## src/rtl/mmu_ctl_regs.sv

```systemverilog
module mmu_ctl_regs #(
  parameter int ADDR_W    = 12,
  parameter int VA_W      = 32,
  parameter int PFN_W     = 20,
  parameter int NCAUSE    = 5,
  parameter int WR_BASE   = 16,
  parameter int VER_MAJOR = 5,
  parameter int VER_MINOR = 0,
  localparam int CW       = $clog2(NCAUSE)
) (
  input  logic              clk,
  input  logic              rst_n,
  input  logic              bus_wr,
  input  logic [ADDR_W-1:0] bus_addr,
  input  logic [31:0]       bus_wdata,
  output logic [31:0]       bus_rdata,
  input  logic              flt_valid,
  input  logic              flt_is_write,
  input  logic [CW-1:0]     flt_cause,
  input  logic [VA_W-1:0]   flt_va,
  input  logic              blk_ack,
  output logic              xlat_en,
  output logic              hold_req,
  output logic              irq,
  output logic [PFN_W-1:0]  pt_base_pfn
);

  localparam logic [ADDR_W-1:0] A_CTRL = ADDR_W'('h000);
  localparam logic [ADDR_W-1:0] A_STAT = ADDR_W'('h008);
  localparam logic [ADDR_W-1:0] A_PFN  = ADDR_W'('h00C);
  localparam logic [ADDR_W-1:0] A_VER  = ADDR_W'('h034);
  localparam logic [ADDR_W-1:0] A_IST  = ADDR_W'('h060);
  localparam logic [ADDR_W-1:0] A_ICLR = ADDR_W'('h064);
  localparam logic [ADDR_W-1:0] A_RVA  = ADDR_W'('h070);
  localparam logic [ADDR_W-1:0] A_WVA  = ADDR_W'('h080);
  localparam logic [31:0] CODE_OFF  = 32'h0;
  localparam logic [31:0] CODE_ON   = 32'h5;
  localparam logic [31:0] CODE_HOLD = 32'h7;
  localparam logic [10:0] VERSION   = {4'(VER_MAJOR), 7'(VER_MINOR)};

  typedef enum logic [1:0] {M_OFF, M_ON, M_HOLD} mode_t;

  mode_t             mode_q, mode_d;
  logic              blocked_q;
  logic [NCAUSE-1:0] rd_st_q, wr_st_q, flt_vec, rd_clr, wr_clr;
  logic [VA_W-1:0]   rd_va_q, wr_va_q;
  logic [PFN_W-1:0]  pfn_q;

  wire wr_ctrl  = bus_wr && bus_addr == A_CTRL;
  wire wr_pfn   = bus_wr && bus_addr == A_PFN;
  wire wr_iclr  = bus_wr && bus_addr == A_ICLR;
  wire pending  = |rd_st_q || |wr_st_q;
  wire flt_ok   = flt_valid && int'(flt_cause) < NCAUSE && mode_q != M_OFF;
  wire flt_rd   = flt_ok && !flt_is_write;
  wire flt_wr   = flt_ok && flt_is_write;

  assign flt_vec = flt_ok ? (NCAUSE'(1) << flt_cause) : '0;
  assign rd_clr  = wr_iclr ? bus_wdata[NCAUSE-1:0] : '0;
  assign wr_clr  = wr_iclr ? bus_wdata[WR_BASE +: NCAUSE] : '0;

  always_comb begin
    mode_d = mode_q;
    if (wr_ctrl) begin
      if (bus_wdata == CODE_ON && !pending) mode_d = M_ON;
      else if (bus_wdata == CODE_HOLD)      mode_d = M_HOLD;
      else if (bus_wdata == CODE_OFF)       mode_d = M_OFF;
    end
    if (flt_ok) mode_d = M_HOLD;
  end

  always_ff @(posedge clk or negedge rst_n) begin
    if (!rst_n) begin
      mode_q    <= M_OFF;
      blocked_q <= 1'b0;
      rd_st_q   <= '0;
      wr_st_q   <= '0;
      rd_va_q   <= '0;
      wr_va_q   <= '0;
      pfn_q     <= '0;
    end else begin
      mode_q    <= mode_d;
      blocked_q <= mode_q == M_HOLD && mode_d == M_HOLD && (blocked_q || blk_ack);
      rd_st_q   <= (rd_st_q & ~rd_clr) | (flt_rd ? flt_vec : '0);
      wr_st_q   <= (wr_st_q & ~wr_clr) | (flt_wr ? flt_vec : '0);
      if (flt_rd && rd_st_q == '0) rd_va_q <= flt_va;
      if (flt_wr && wr_st_q == '0) wr_va_q <= flt_va;
      if (wr_pfn) pfn_q <= bus_wdata[PFN_W-1:0];
    end
  end

  assign xlat_en     = mode_q == M_ON;
  assign hold_req    = mode_q == M_HOLD;
  assign irq         = pending;
  assign pt_base_pfn = pfn_q;

  always_comb begin
    unique case (bus_addr)
      A_CTRL:  bus_rdata = mode_q == M_ON ? CODE_ON : (mode_q == M_HOLD ? CODE_HOLD : CODE_OFF);
      A_STAT:  bus_rdata = {31'b0, blocked_q};
      A_PFN:   bus_rdata = 32'(pfn_q);
      A_VER:   bus_rdata = {VERSION, 21'b0};
      A_IST:   bus_rdata = 32'(rd_st_q) | (32'(wr_st_q) << WR_BASE);
      A_RVA:   bus_rdata = 32'(rd_va_q);
      A_WVA:   bus_rdata = 32'(wr_va_q);
      default: bus_rdata = 32'h0;
    endcase
  end

  assert_mode_excl_R1: assert property (@(posedge clk) disable iff (!rst_n)
    !(xlat_en && hold_req));

  assert_blocked_in_hold_R2: assert property (@(posedge clk) disable iff (!rst_n)
    blocked_q |-> hold_req);

  assert_fault_holds_R6: assert property (@(posedge clk) disable iff (!rst_n)
    (flt_valid && int'(flt_cause) < NCAUSE && (xlat_en || hold_req)) |=> hold_req);

  assert_rd_va_kept_R5: assert property (@(posedge clk) disable iff (!rst_n)
    (|rd_st_q) |=> $stable(rd_va_q));

  assert_wr_va_kept_R5: assert property (@(posedge clk) disable iff (!rst_n)
    (|wr_st_q) |=> $stable(wr_va_q));

  assert_no_run_with_fault_R7: assert property (@(posedge clk) disable iff (!rst_n)
    irq |-> !xlat_en);

  assert_irq_needs_clear_R8: assert property (@(posedge clk) disable iff (!rst_n)
    (irq && !(bus_wr && bus_addr == A_ICLR)) |=> irq);

endmodule

```

## config.mk

```make
export PLATFORM = sky130hd
export DESIGN_NAME = mmu_ctl_regs
export DESIGN_NICKNAME = d
export VERILOG_FILES = /design/src/rtl/mmu_ctl_regs.sv
export SDC_FILE = /design/constraint.sdc
export NUM_CORES = 1
export LEC_CHECK = 0
export ABC_AREA = 1
export BUFFER_PORTS_ARGS = -buffer_cell sky130_fd_sc_hd__buf_2
export CORE_ASPECT_RATIO = 0.5
export CORE_MARGIN = 8
export CORE_UTILIZATION = 45
export CTS_BUF_LIST = sky130_fd_sc_hd__clkbuf_4
export CTS_CLUSTER_DIAMETER = 200
export DETAILED_ROUTE_END_ITERATION = 8
export HOLD_SLACK_MARGIN = 0.1
export PLACE_DENSITY_LB_ADDON = 0.05
export SLEW_MARGIN = 40
export SYNTH_ARGS = -nofsm -noshare
export SYNTH_HDL_FRONTEND = slang
export SYNTH_SLANG_ARGS = --single-unit
```

## constraint.sdc

```tcl
create_clock -name clk -period 1.9 [get_ports clk]
set_clock_uncertainty 0.05 [all_clocks]
set_input_delay 0.475 -clock clk [delete_from_list [all_inputs] [get_ports clk]]
set_output_delay 0.475 -clock clk [all_outputs]
set_load 0.05 [all_outputs]
```

---- Yosys cells after proc, flatten, opt, wreduce, memory -nomap -nowiden ----
Index checks and enable logic that the tools add are counted.
cells by class
  magnitude comparators ................... 1
  eq/ne operators ......................... 12
  shift operators ......................... 1
  multiplexer cells ....................... 13
  bitwise gates (word level) .............. 7
  reduce and logical (&&, ||, !) cells .... 23
operators by type and width
  operator                                                                count
  32-bit one-hot mux with 7 select lines                                  1
  32-bit by 3-bit equality test with 1-bit output, second input constant  2
  12-bit by 7-bit equality test with 1-bit output, second input constant  3
  32-bit zero test                                                        1
  5-bit two-way mux                                                       5
  12-bit by 4-bit equality test with 1-bit output, second input constant  2
  5-bit by 21-bit OR with 21-bit output                                   1
  12-bit by 6-bit equality test with 1-bit output, second input constant  1
  12-bit by 8-bit equality test with 1-bit output, second input constant  1
  1-bit logical AND                                                       12
  12-bit zero test                                                        1
  5-bit AND                                                               2
  5-bit zero test                                                         2
  2-bit two-way mux                                                       5
  5-bit NOT                                                               2
  5-bit OR                                                                2
  5-bit OR reduction                                                      2
  3-bit two-way mux                                                       2
  1-bit by 3-bit << shifter with 5-bit output, first input constant       1
  2-bit equality test, second input constant                              2
  3-bit less-than comparator, second input constant                       1
  2-bit by 1-bit equality test with 1-bit output, second input constant   1
  1-bit zero test                                                         2
  1-bit logical OR                                                        2
  2-bit nonzero test                                                      1
storage, ports and cells
  register bits after elaboration ......... 97
  input bits .............................. 85
  output and inout bits ................... 55
  word-level logic and storage cells ...... 64

---- Longest topological paths before layout ----
Gate-level depths: netlist of run 1.
  depth after elaboration ................. 10
  mapped depth ............................ 10
  depth with buffers taken out ............ 10

---- Worst setup path before layout of run 1 ----
Ideal clock, no wire load.
  path type ............................... input port to output port
  start ................................... in bus_addr[11]
  end ..................................... out bus_rdata[25]
  arrival time ............................ 2328 ps
  required time ........................... 1375 ps
  slack ................................... -953 ps
  stages on the path ...................... 6
  buffers on the path ..................... 1
  cells stage by stage .................... nor2_1 > nand3_2 > nor3_2 > nand3_1 > clkbuf_1 > o21ai_0
on the way
  word-level cells in the longest chain between the ends .. 2
  elaborated cells between the ends (all ways) .. 8
  classes of those cells .................. eq/ne: 6; mux: 1; reduce/logical: 1
RTL lines
  item                                                                     line  text
  start, declared                                                          14    input logic [ADDR_W-1:0] bus_addr,
  12-bit by 8-bit equality test with 1-bit output (tied with other cells)  97    unique case (bus_addr)
  32-bit one-hot mux with 7 select lines *                                 97
  end, declared                                                            16    output logic [31:0] bus_rdata,
Mark *: on every way between the ends. The rest lies on a longest branch, timed or not.

---- Final worst setup path of run 1 ----
  start ................................... in bus_addr[11]
  end ..................................... out bus_rdata[19]
Same word-level chain as after synthesis.

==> results.sh, run 1 <==
export IMPL_rsz0062_at_grt="yes"
export IMPL_core_area_um2=10840
export IMPL_clock_sinks=97
export IMPL_grt_pass1_wl_um=23720
export IMPL_wl_per_cell_um=16.38
export IMPL_groute_usage_overall=0.2013
export IMPL_grt_pass1_vias=4691
export IMPL_avgViaCountPerCell=5.029
export IMPL_numPortBuffers=139
export IMPL_synth_top_cell_area_share=0.4915
export IMPL_cts_buffers=9
export IMPL_clock_latency_ns=0.47
export IMPL_n_antenna_cell=0
export IMPL_cap_viol_max_count=0
export IMPL_crit_fanout=31
export IMPL_ys_top_cells_by_count="nand2_1, dfrtp_1, inv_1, o21ai_0, nor2_1"
export IMPL_finalPower_mw=5.271
export IMPL_timing_slew_headroom=0.7015
export IMPL_regArea_um2=2427
export IMPL_netlist_area_um2=4938
export IMPL_dr_total_vias=4491
export IMPL_crit_family="buffers and inverters"
export IMPL_yosys_warnings=0
export IMPL_die_area_um2=14790
export IMPL_worstReg2RegStart="rd_st_q[3]$_DFF_PN0_"
export IMPL_whs_ns=0.1588
export IMPL_rrSetupSlack_ns=0.07
export IMPL_synth_area_leaders="dfrtp_1, nand2_1, mux2_4"
export IMPL_start_util=0.4554
export IMPL_tightest_slew_ns=0.4478
export IMPL_worst_slack_ns=-0.5483
export IMPL_reg2reg_to="rd_va_q[4]$_DFFE_PN0P_"
export IMPL_syn_nets=649
export IMPL_fp_dieH_um=90.08
export IMPL_cts_buffer_depth=2
export IMPL_worstSetupStartpoint="bus_addr[11]"
export IMPL_antenna_found_initial=0
export IMPL_multi_input_area_um2=2409
export IMPL_first_iter_violations=272
export IMPL_p_per_area_nw_per_um2=758.5
export IMPL_ant_nets=0
export IMPL_final_cells=893
export IMPL_endpoint_kind="output port"
export IMPL_grt_max_degree=39
export IMPL_synthFlopType="dfrtp_1"
export IMPL_area_delta_synth_final_pct=40.71
export IMPL_tns_ns=-16.19
export IMPL_start_kind="input port"
export IMPL_netlist_instances=560
export IMPL_worstSetupEndpoint="bus_rdata[19]"
export IMPL_clk_root_buffer_cell="clkbuf_4"
export IMPL_setup_viol=33
export IMPL_postLayoutCellArea_um2=6949
export IMPL_placedCellCount=861
export IMPL_ios=140
export IMPL_cts_max_level=3
export IMPL_drive_above_1_share=0.4037
export IMPL_die_x_um=164.2
export IMPL_r2r_cells=7
export IMPL_period_share=1.289
export IMPL_crit_path_max_incr_delay_ns=0.25
export IMPL_path_cells="buf_6 > nor2_4 > nand3_4 > nor3_4 > buf_4 > nand3_2 > buf_12 > o21ai_1 > a21oi_4 > nand2_2 > buf_8"
export IMPL_hold_violations=0
export IMPL_gp_congestion=0.8382
export IMPL_leakagePower_nw=3.605
export IMPL_hold_class="in -> reg"
export IMPL_placementRows=27
export IMPL_synthDistinctLibCells=31
export IMPL_drc=0
export IMPL_yosysTopAreaCell="dfrtp_1"
export IMPL_crit_required_ns=1.37
export IMPL_path_depth=11
export IMPL_seq_area_frac_synth=0.4915
export IMPL_period_needed_ns=2.448
export IMPL_synth_area_per_cell_um2=8.819
export IMPL_clkSlewWorstSetupHoldPaths_ns=0.17
export IMPL_ys_ff_latch=97
export IMPL_nFillCells=928
export IMPL_maxSlewViolCount=0
export IMPL_gr_total_overflow=0
export IMPL_fmax_mhz=408.4
export IMPL_worst_ep_arrival_time_ns=1.92
export IMPL_ys_async_sr_fraction=1.000
export IMPL_violations="setup timing"
export IMPL_critPathSlowestCell="o21ai_1"
export IMPL_path_class="in -> out"
export IMPL_crit_buf_inv=4
export IMPL_wl_um=14630
export IMPL_yosysMostFrequentCell="nand2_1"
export IMPL_cts_tree="done"
export IMPL_first_pass_iters=4
export IMPL_ir_worst_vdd_mv=0.2923
export IMPL_postPlaceCellArea_um2=6173
export IMPL_detailed_place_hpwl_um=10530
export IMPL_synth_edf_count=0
export IMPL_layout_nets=832
export IMPL_status="finished with violations"
[area by class of cell]
class / instances / area share
Clock buffer: 9 / 0.009723
Clock inverter: 7 / 0.008822
Inverter: 62 / 0.03349
Multi-Input combinational cell: 378 / 0.3466
Sequential cell: 97 / 0.3493
Tap cell: 145 / 0.02611
Timing Repair Buffer: 195 / 0.2260
[stage by stage]
step                  util  setup WS (ns)
finish              0.6408        -0.5483
CTS                 0.6304        -0.5487
global route        0.6408        -0.6506
global placement    0.5693        -0.6089
floorplan                -        -0.5711
detailed placement  0.5693        -0.6479
[routing by layer]
layer	track usage	wire length (µm)	vias up
li1	-	-	2190
met3	0.05551	1019	18
met2	0.3147	6459	142
met4	0.05113	188	0
met5	0	0	-
met1	0.2704	6959	2141
[worst min path at each step]
stage               startpoint                       to  slack (ns)  cells after the start
floorplan                rst_n      blocked_q$_DFF_PN0_        0.13                      0
global placement         rst_n  wr_va_q[31]$_DFFE_PN0P_        0.41                      1
detailed placement       rst_n  wr_va_q[19]$_DFFE_PN0P_        0.40                      1
CTS                 flt_va[12]  wr_va_q[12]$_DFFE_PN0P_        0.13                      3
global route        flt_va[21]  wr_va_q[21]$_DFFE_PN0P_        0.14                      3
finish              flt_va[12]  wr_va_q[12]$_DFFE_PN0P_        0.16                      3
[cell families (layout without fill, tap and decap cells)]
logic type | Yosys count | after routing | share of synthesized area
fa+ha+maj | 4 | 4 | 0.01013
flops | 97 | 97 | 0.4915
compound gates | 105 | 105 | 0.1148
mux | 34 | 34 | 0.1003
simple gates | 235 | 235 | 0.2037
buf+inv | 85 | 273 | 0.07955
[tightest hold or removal path: cells and delay by family]
kind	cells	cell delay, ns
compound gates	1	0.06
buf+inv	1	0.08
simple gates	1	0.04
[cell usage in the layout (no fill, tap or decap), types with 4 or more instances in the layout]
cell | Yosys | layout
nand2_4 | 0 | 7
nand3_1 | 20 | 17
inv_1 | 61 | 60
dfrtp_1 | 97 | 97
o21ai_2 | 1 | 9
buf_12 | 0 | 12
a21oi_1 | 13 | 8
nand3_4 | 0 | 4
mux2_4 | 30 | 30
buf_2 | 10 | 100
buf_6 | 8 | 13
mux2_2 | 4 | 4
clkbuf_4 | 0 | 9
o21ai_0 | 60 | 52
buf_4 | 0 | 53
nor2_4 | 2 | 6
o211ai_1 | 14 | 14
nor2_1 | 37 | 34
nand2_2 | 1 | 13
buf_8 | 0 | 13
o21ai_1 | 16 | 14
nand4_1 | 7 | 7
nand2_1 | 154 | 135
[registers in the layout, summed over array words and instances, names as in the netlist]
name and count:
blocked_q 1, rd_va_q 32, rd_st_q 5, mode_q 2, wr_va_q 32, wr_st_q 5, pt_base_pfn 20
[repair_timing]
| item | CTS | global route |
|---|---|---|
| setup endpoints to repair | 35 | 70 |
| hold endpoints to repair | 30 | 0 |
| gates resized for setup | 105 | 22 |
| hold buffers | 1 | 0 |
| cloned | 2 | 1 |
| pin swaps | 7 | 9 |
| buffers inserted | 11 | 2 |
[report_power, final]
group	total (mW)	internal, mW	leakage, nW	switching [mW]
Clock	1.08	0.295	0.0703	0.785
Combinational	1.17	0.623	2.34	0.550
Sequential	3.02	2.70	1.20	0.321
Power figures use the tool's default switching activity.
==> run 2, diff against run 1 <==
--- a/config.mk
+++ b/config.mk
@@ -6,16 +6,16 @@
 export NUM_CORES = 1
 export LEC_CHECK = 0
 export ABC_AREA = 1
+export ABC_CLOCK_PERIOD_IN_PS = 1900
 export BUFFER_PORTS_ARGS = -buffer_cell sky130_fd_sc_hd__buf_2
 export CORE_ASPECT_RATIO = 0.5
 export CORE_MARGIN = 8
 export CORE_UTILIZATION = 45
-export CTS_BUF_LIST = sky130_fd_sc_hd__clkbuf_4
+export CTS_BUF_LIST = sky130_fd_sc_hd__clkbuf_4 sky130_fd_sc_hd__clkbuf_8
 export CTS_CLUSTER_DIAMETER = 200
 export DETAILED_ROUTE_END_ITERATION = 8
 export HOLD_SLACK_MARGIN = 0.1
 export PLACE_DENSITY_LB_ADDON = 0.05
-export SLEW_MARGIN = 40
 export SYNTH_ARGS = -nofsm -noshare
 export SYNTH_HDL_FRONTEND = slang
 export SYNTH_SLANG_ARGS = --single-unit
==> results.sh, run 2 (synthesized netlist as in run 1, its figures left out) <==
export IMPL_status="finished with violations"
export IMPL_violations="setup timing"
export IMPL_clkSlewWorstSetupHoldPaths_ns=0.10
export IMPL_r2r_cells=7
export IMPL_path_class="in -> out"
export IMPL_cts_buffer_depth=2
export IMPL_rrSetupSlack_ns=0.07
export IMPL_reg2reg_to="rd_va_q[24]$_DFFE_PN0P_"
export IMPL_placementRows=27
export IMPL_worst_slack_ns=-0.5844
export IMPL_first_iter_violations=339
export IMPL_path_cells="buf_6 > nor2_4 > nand3_4 > nor3_4 > nand2_2 > nor3_4 > buf_12 > clkbuf_16 > a21oi_2 > nand2_2 > buf_8"
export IMPL_tightest_slew_ns=0.4662
export IMPL_start_kind="input port"
export IMPL_ant_nets=0
export IMPL_nFillCells=918
export IMPL_period_share=1.308
export IMPL_detailed_place_hpwl_um=10530
export IMPL_multi_input_area_um2=2416
export IMPL_start_util=0.4554
export IMPL_tns_ns=-17.45
export IMPL_dp_slack_ns=-0.6479
export IMPL_dr_total_vias=4524
export IMPL_setup_viol=33
export IMPL_ir_worst_vdd_mv=0.3771
export IMPL_worst_ep_arrival_time_ns=1.96
export IMPL_worstReg2RegStart="rd_st_q[2]$_DFF_PN0_"
export IMPL_layout_nets=836
export IMPL_wl_per_cell_um=16.81
export IMPL_p_per_area_nw_per_um2=784.8
export IMPL_die_area_um2=14790
export IMPL_regArea_um2=2427
export IMPL_final_cell_mix="nand2_1, buf_2, dfrtp_1"
export IMPL_fp_dieH_um=90.08
export IMPL_numPortBuffers=139
export IMPL_p_sw_mw=1.699
export IMPL_postPlaceCellArea_um2=6173
export IMPL_rsz0062_at_grt="yes"
export IMPL_sw_frac_of_total=0.3070
export IMPL_fmax_mhz=402.5
export IMPL_crit_fanout=8
export IMPL_intPower_mw=3.834
export IMPL_grt_pass1_vias=4685
export IMPL_cts_tree="done"
export IMPL_maxSlewViolCount=0
export IMPL_whs_ns=0.2680
export IMPL_hold_start="flt_va[12]"
export IMPL_cap_viol_max_count=0
export IMPL_die_x_um=164.2
export IMPL_drc=0
export IMPL_endpoint_kind="output port"
export IMPL_postLayoutCellArea_um2=7049
export IMPL_holdPathStages=3
export IMPL_period_needed_ns=2.484
export IMPL_grt_max_degree=39
export IMPL_hold_class="in -> reg"
export IMPL_clock_sinks=97
export IMPL_crit_path_max_incr_delay_ns=0.22
export IMPL_antenna_found_initial=0
export IMPL_hold_violations=0
export IMPL_crit_buf_inv=4
export IMPL_groute_usage_overall=0.2001
export IMPL_seqPwrFrac=0.548
export IMPL_power_frac_comb=0.216
export IMPL_gr_total_overflow=0
export IMPL_crit_family="simple AND/OR/NAND/NOR gates"
export IMPL_crit_required_ns=1.37
export IMPL_n_antenna_cell=0
export IMPL_layout_commonest_cell="nand2_1"
export IMPL_whs_endpoint="wr_va_q[12]$_DFFE_PN0P_"
export IMPL_critPathSlowestCell="nor3_4"
export IMPL_cts_max_level=3
export IMPL_pwr_share_clk=0.237
export IMPL_drive_above_1_share=0.4136
export IMPL_first_pass_iters=4
export IMPL_area_delta_synth_final_pct=42.74
export IMPL_wl_um=15080
export IMPL_finalPower_mw=5.533
export IMPL_ios=140
export IMPL_timing_slew_headroom=0.6892
export IMPL_core_area_um2=10840
export IMPL_cts_buffers=9
export IMPL_leakagePower_nw=3.722
export IMPL_clock_latency_ns=0.38
export IMPL_grt_pass1_wl_um=23580
export IMPL_clk_root_buffer_cell="clkbuf_8"
export IMPL_avgViaCountPerCell=5.043
export IMPL_gp_congestion=0.8382
-- run 2: cell types whose count changed in the layout (fill, tap and decap cells not counted), moves of 2 or more --
cell / delta
nand2_1: -6
clkbuf_4: -9
buf_4: +2
a21oi_4: -3
o21ai_0: -2
o21ai_2: +2
nand2_4: +5
a21oi_1: +3
clkbuf_16: +3
buf_16: -2
clkbuf_8: +9
-- run 2: tightest hold or removal path, stage by stage --
cell     delay [ns]
buf_2          0.08
nand2_1        0.04
o21ai_0        0.05
-- run 2: through the flow --
stage          cells  utilization
6_report         897       0.6501
5_1_grt          897       0.6501
4_1_cts          892       0.6294
3_5_place_dp     861       0.5693
3_3_place_gp     861       0.5693
2_1_floorplan    560            -
-- run 2: worst max-delay path by stage --
stage	from	to	slack [ns]	depth (start not counted)
2_1_floorplan	bus_addr[11]	bus_rdata[12]	-0.57	6
3_3_place_gp	bus_addr[11]	bus_rdata[15]	-0.61	10
3_5_place_dp	bus_addr[1]	bus_rdata[15]	-0.65	10
4_1_cts	bus_addr[11]	bus_rdata[12]	-0.55	12
5_1_grt	bus_addr[10]	bus_rdata[6]	-0.68	11
6_report	bus_addr[10]	bus_rdata[3]	-0.58	11
-- run 2: power groups by stage --
stage / combinational [mW] / clock (mW) / sequential (mW)
6_report: 1.19 / 1.31 / 3.03
5_1_grt: 1.34 / 1.41 / 3.11
4_1_cts: 1.16 / 1.34 / 2.99
3_5_place_dp: 1.09 / 0 / 3.02
3_3_place_gp: 1.06 / 0 / 3.01
2_1_floorplan: 0.758 / 0 / 2.94
-- run 2: metal layers --
metal	share of wire	wire length (µm)	track usage	vias up
met5	0	0	0	-
li1	-	-	-	2198
met3	0.071	1073	0.05369	19
met1	0.47	7071	0.2682	2159
met2	0.45	6731	0.3137	148
met4	0.014	204	0.05263	0
-- run 2: timing repair --
item | 4_1_cts | 5_1_grt
setup endpoints to repair | 34 | 55
gates cloned | 2 | 5
hold buffers | 1 | 0
resized for setup | 87 | 44
hold endpoints to repair | 30 | 0
setup buffers | 12 | 3
pin swaps | 7 | 10
-- run 2: final cells by class --
class                           instances  share of cell area
Timing Repair Buffer                  199              0.2279
Sequential cell                        97              0.3443
Clock inverter                          7            0.008697
Multi-Input combinational cell        378              0.3427
Clock buffer                            9             0.01757
Tap cell                              145             0.02574
Inverter                               62             0.03301
==> run 3, diff against run 2 <==
--- a/config.mk
+++ b/config.mk
@@ -7,13 +7,13 @@
 export LEC_CHECK = 0
 export ABC_AREA = 1
 export ABC_CLOCK_PERIOD_IN_PS = 1900
-export BUFFER_PORTS_ARGS = -buffer_cell sky130_fd_sc_hd__buf_2
 export CORE_ASPECT_RATIO = 0.5
 export CORE_MARGIN = 8
 export CORE_UTILIZATION = 45
 export CTS_BUF_LIST = sky130_fd_sc_hd__clkbuf_4 sky130_fd_sc_hd__clkbuf_8
 export CTS_CLUSTER_DIAMETER = 200
 export DETAILED_ROUTE_END_ITERATION = 8
+export DONT_BUFFER_PORTS = 1
 export HOLD_SLACK_MARGIN = 0.1
 export PLACE_DENSITY_LB_ADDON = 0.05
 export SYNTH_ARGS = -nofsm -noshare
==> results.sh, run 3 (synthesized netlist as in run 1, its figures left out) <==
export IMPL_status="finished with violations"
export IMPL_violations="hold timing, setup timing"
export IMPL_fmax_mhz=423.6
export IMPL_cts_max_level=3
export IMPL_period_needed_ns=2.360
export IMPL_grt_pass1_wl_um=22310
export IMPL_die_area_um2=14790
export IMPL_n_antenna_cell=0
export IMPL_clock_latency_ns=0.37
export IMPL_die_x_um=164.2
export IMPL_path_common_cell="buf_12"
export IMPL_endpoint_kind="output port"
export IMPL_top_usage_layer="met2"
export IMPL_dr_total_vias=4171
export IMPL_layout_nets=740
export IMPL_leakagePower_nw=3.284
export IMPL_wl_um=15190
export IMPL_use_met1=0.2647
export IMPL_antenna_found_initial=0
export IMPL_groute_usage_overall=0.1938
export IMPL_critPathSlowestCell="o211ai_1"
export IMPL_met2_usage=0.2871
export IMPL_wl_per_cell_um=18.97
export IMPL_clkSlewWorstSetupHoldPaths_ns=0.10
export IMPL_detailed_place_hpwl_um=9954
export IMPL_nFillCells=950
export IMPL_ant_nets=0
export IMPL_layout_commonest_cell="nand2_1"
export IMPL_path_class="in -> out"
export IMPL_maxSlewViolCount=0
export IMPL_worstReg2RegStart="rd_st_q[3]$_DFF_PN0_"
export IMPL_final_cells=801
export IMPL_numPortBuffers=0
export IMPL_area_delta_synth_final_pct=38.61
export IMPL_start_kind="input port"
export IMPL_cts_buffers=9
export IMPL_timing_slew_headroom=0.7530
export IMPL_rsz0062_at_grt="yes"
export IMPL_setup_viol=33
export IMPL_ios=140
export IMPL_period_share=1.242
export IMPL_gp_congestion=0.8185
export IMPL_worst_ep_arrival_time_ns=1.84
export IMPL_worstSetupStartpoint="bus_addr[1]"
export IMPL_whs_ns=-0.2692
export IMPL_start_util=0.4554
export IMPL_placementRows=27
export IMPL_p_per_area_nw_per_um2=778.3
export IMPL_placedCellCount=759
export IMPL_use_met3=0.07689
export IMPL_crit_path_max_incr_delay_ns=0.32
export IMPL_drive_above_1_share=0.3201
export IMPL_cts_buffer_depth=2
export IMPL_first_pass_iters=4
export IMPL_tns_ns=-12.61
export IMPL_hold_violations=97
export IMPL_worst_slack_ns=-0.4605
export IMPL_core_area_um2=10840
export IMPL_fp_dieH_um=90.08
export IMPL_tightest_slew_ns=0.3671
export IMPL_cap_viol_max_count=0
export IMPL_final_cell_mix="nand2_1, dfrtp_1, inv_1"
export IMPL_ir_worst_vdd_mv=0.3935
export IMPL_gr_total_overflow=0
export IMPL_clock_sinks=97
export IMPL_avgViaCountPerCell=5.207
export IMPL_crit_required_ns=1.37
export IMPL_first_iter_violations=237
export IMPL_grt_pass1_vias=4038
export IMPL_path_cells="nor2_4 > inv_2 > nor3_4 > buf_6 > nand3_4 > buf_12 > o211ai_1 > buf_12"
export IMPL_clk_root_buffer_cell="clkbuf_8"
export IMPL_cts_tree="done"
export IMPL_grt_max_degree=98
export IMPL_crit_fanout=8
export IMPL_drc=0
export IMPL_hold_class="in -> async"
## run 3: cell type report
type | count | area [µm²] | share of cell area
sequential | 97 | 2427 | 0.3546
multi-input combinational | 378 | 2401 | 0.3508
timing repair buffer | 103 | 1414 | 0.2065
inverter | 62 | 232.7 | 0.03400
tap | 145 | 181.4 | 0.02650
clock buffer | 9 | 123.9 | 0.01810
clock inverter | 7 | 65.06 | 0.009505
## run 3: path summary, 6_finish.rpt
check | endpoint | slack (ns) | cells after the start
max | bus_rdata[5] | -0.46 | 8
min | mode_q[0]$_DFF_PN0_ | -0.27 | 0
max reg2reg | rd_va_q[4]$_DFFE_PN0P_ | 0.07 | 7
min reg2reg | wr_st_q[4]$_DFF_PN0_ | 0.46 | 2
max in group asynchronous | pt_base_pfn[17]$_DFFE_PN0P_ | 1.87 | 0
min in group clk | rd_st_q[4]$_DFF_PN0_ | 0.14 | 1
## run 3: through the flow
step	hold WS, ns	cell area [µm²]	utilization	setup WS (ns)	power, mW
6_report	-0.2692	6845	0.6312	-0.4605	5.328
5_1_grt	-0.2870	6845	0.6312	-0.5187	5.633
4_1_cts	-0.2892	6496	0.5991	-0.4324	5.306
3_5_place_dp	0.1315	6086	0.5612	-0.4627	3.927
3_3_place_gp	0.1319	6086	0.5612	-0.4468	3.890
2_1_floorplan	0.1294	5052	-	-0.5711	3.699
## run 3: what timing repair did
action,CTS,global route
pin swaps,4,3
gates cloned,2,6
hold endpoints to repair,97,97
gates resized for setup,23,41
setup endpoints to repair,33,66
buffers inserted,10,10
## run 3: per-layer routing
| layer | vias up | routed length [µm] |
|---|---|---|
| li1 | 2006 | - |
| met1 | 2035 | 6516 |
| met2 | 123 | 7070 |
| met3 | 7 | 1516 |
| met4 | 0 | 87 |
| met5 | - | 0 |
## run 3: critical path: cells and delay by family
kind	cells	cell delay, ns
buffers and inverters	4	0.60
and+or+nand+nor	3	0.43
AOI/OAI and AO/OA	1	0.32
## run 3: power breakdown
part / switching (mW) / total [mW] / leakage [nW] / internal [mW]
Clock: 0.805 / 1.31 / 0.0905 / 0.501
Combinational: 0.487 / 1.03 / 2.00 / 0.541
Sequential: 0.292 / 2.99 / 1.20 / 2.70
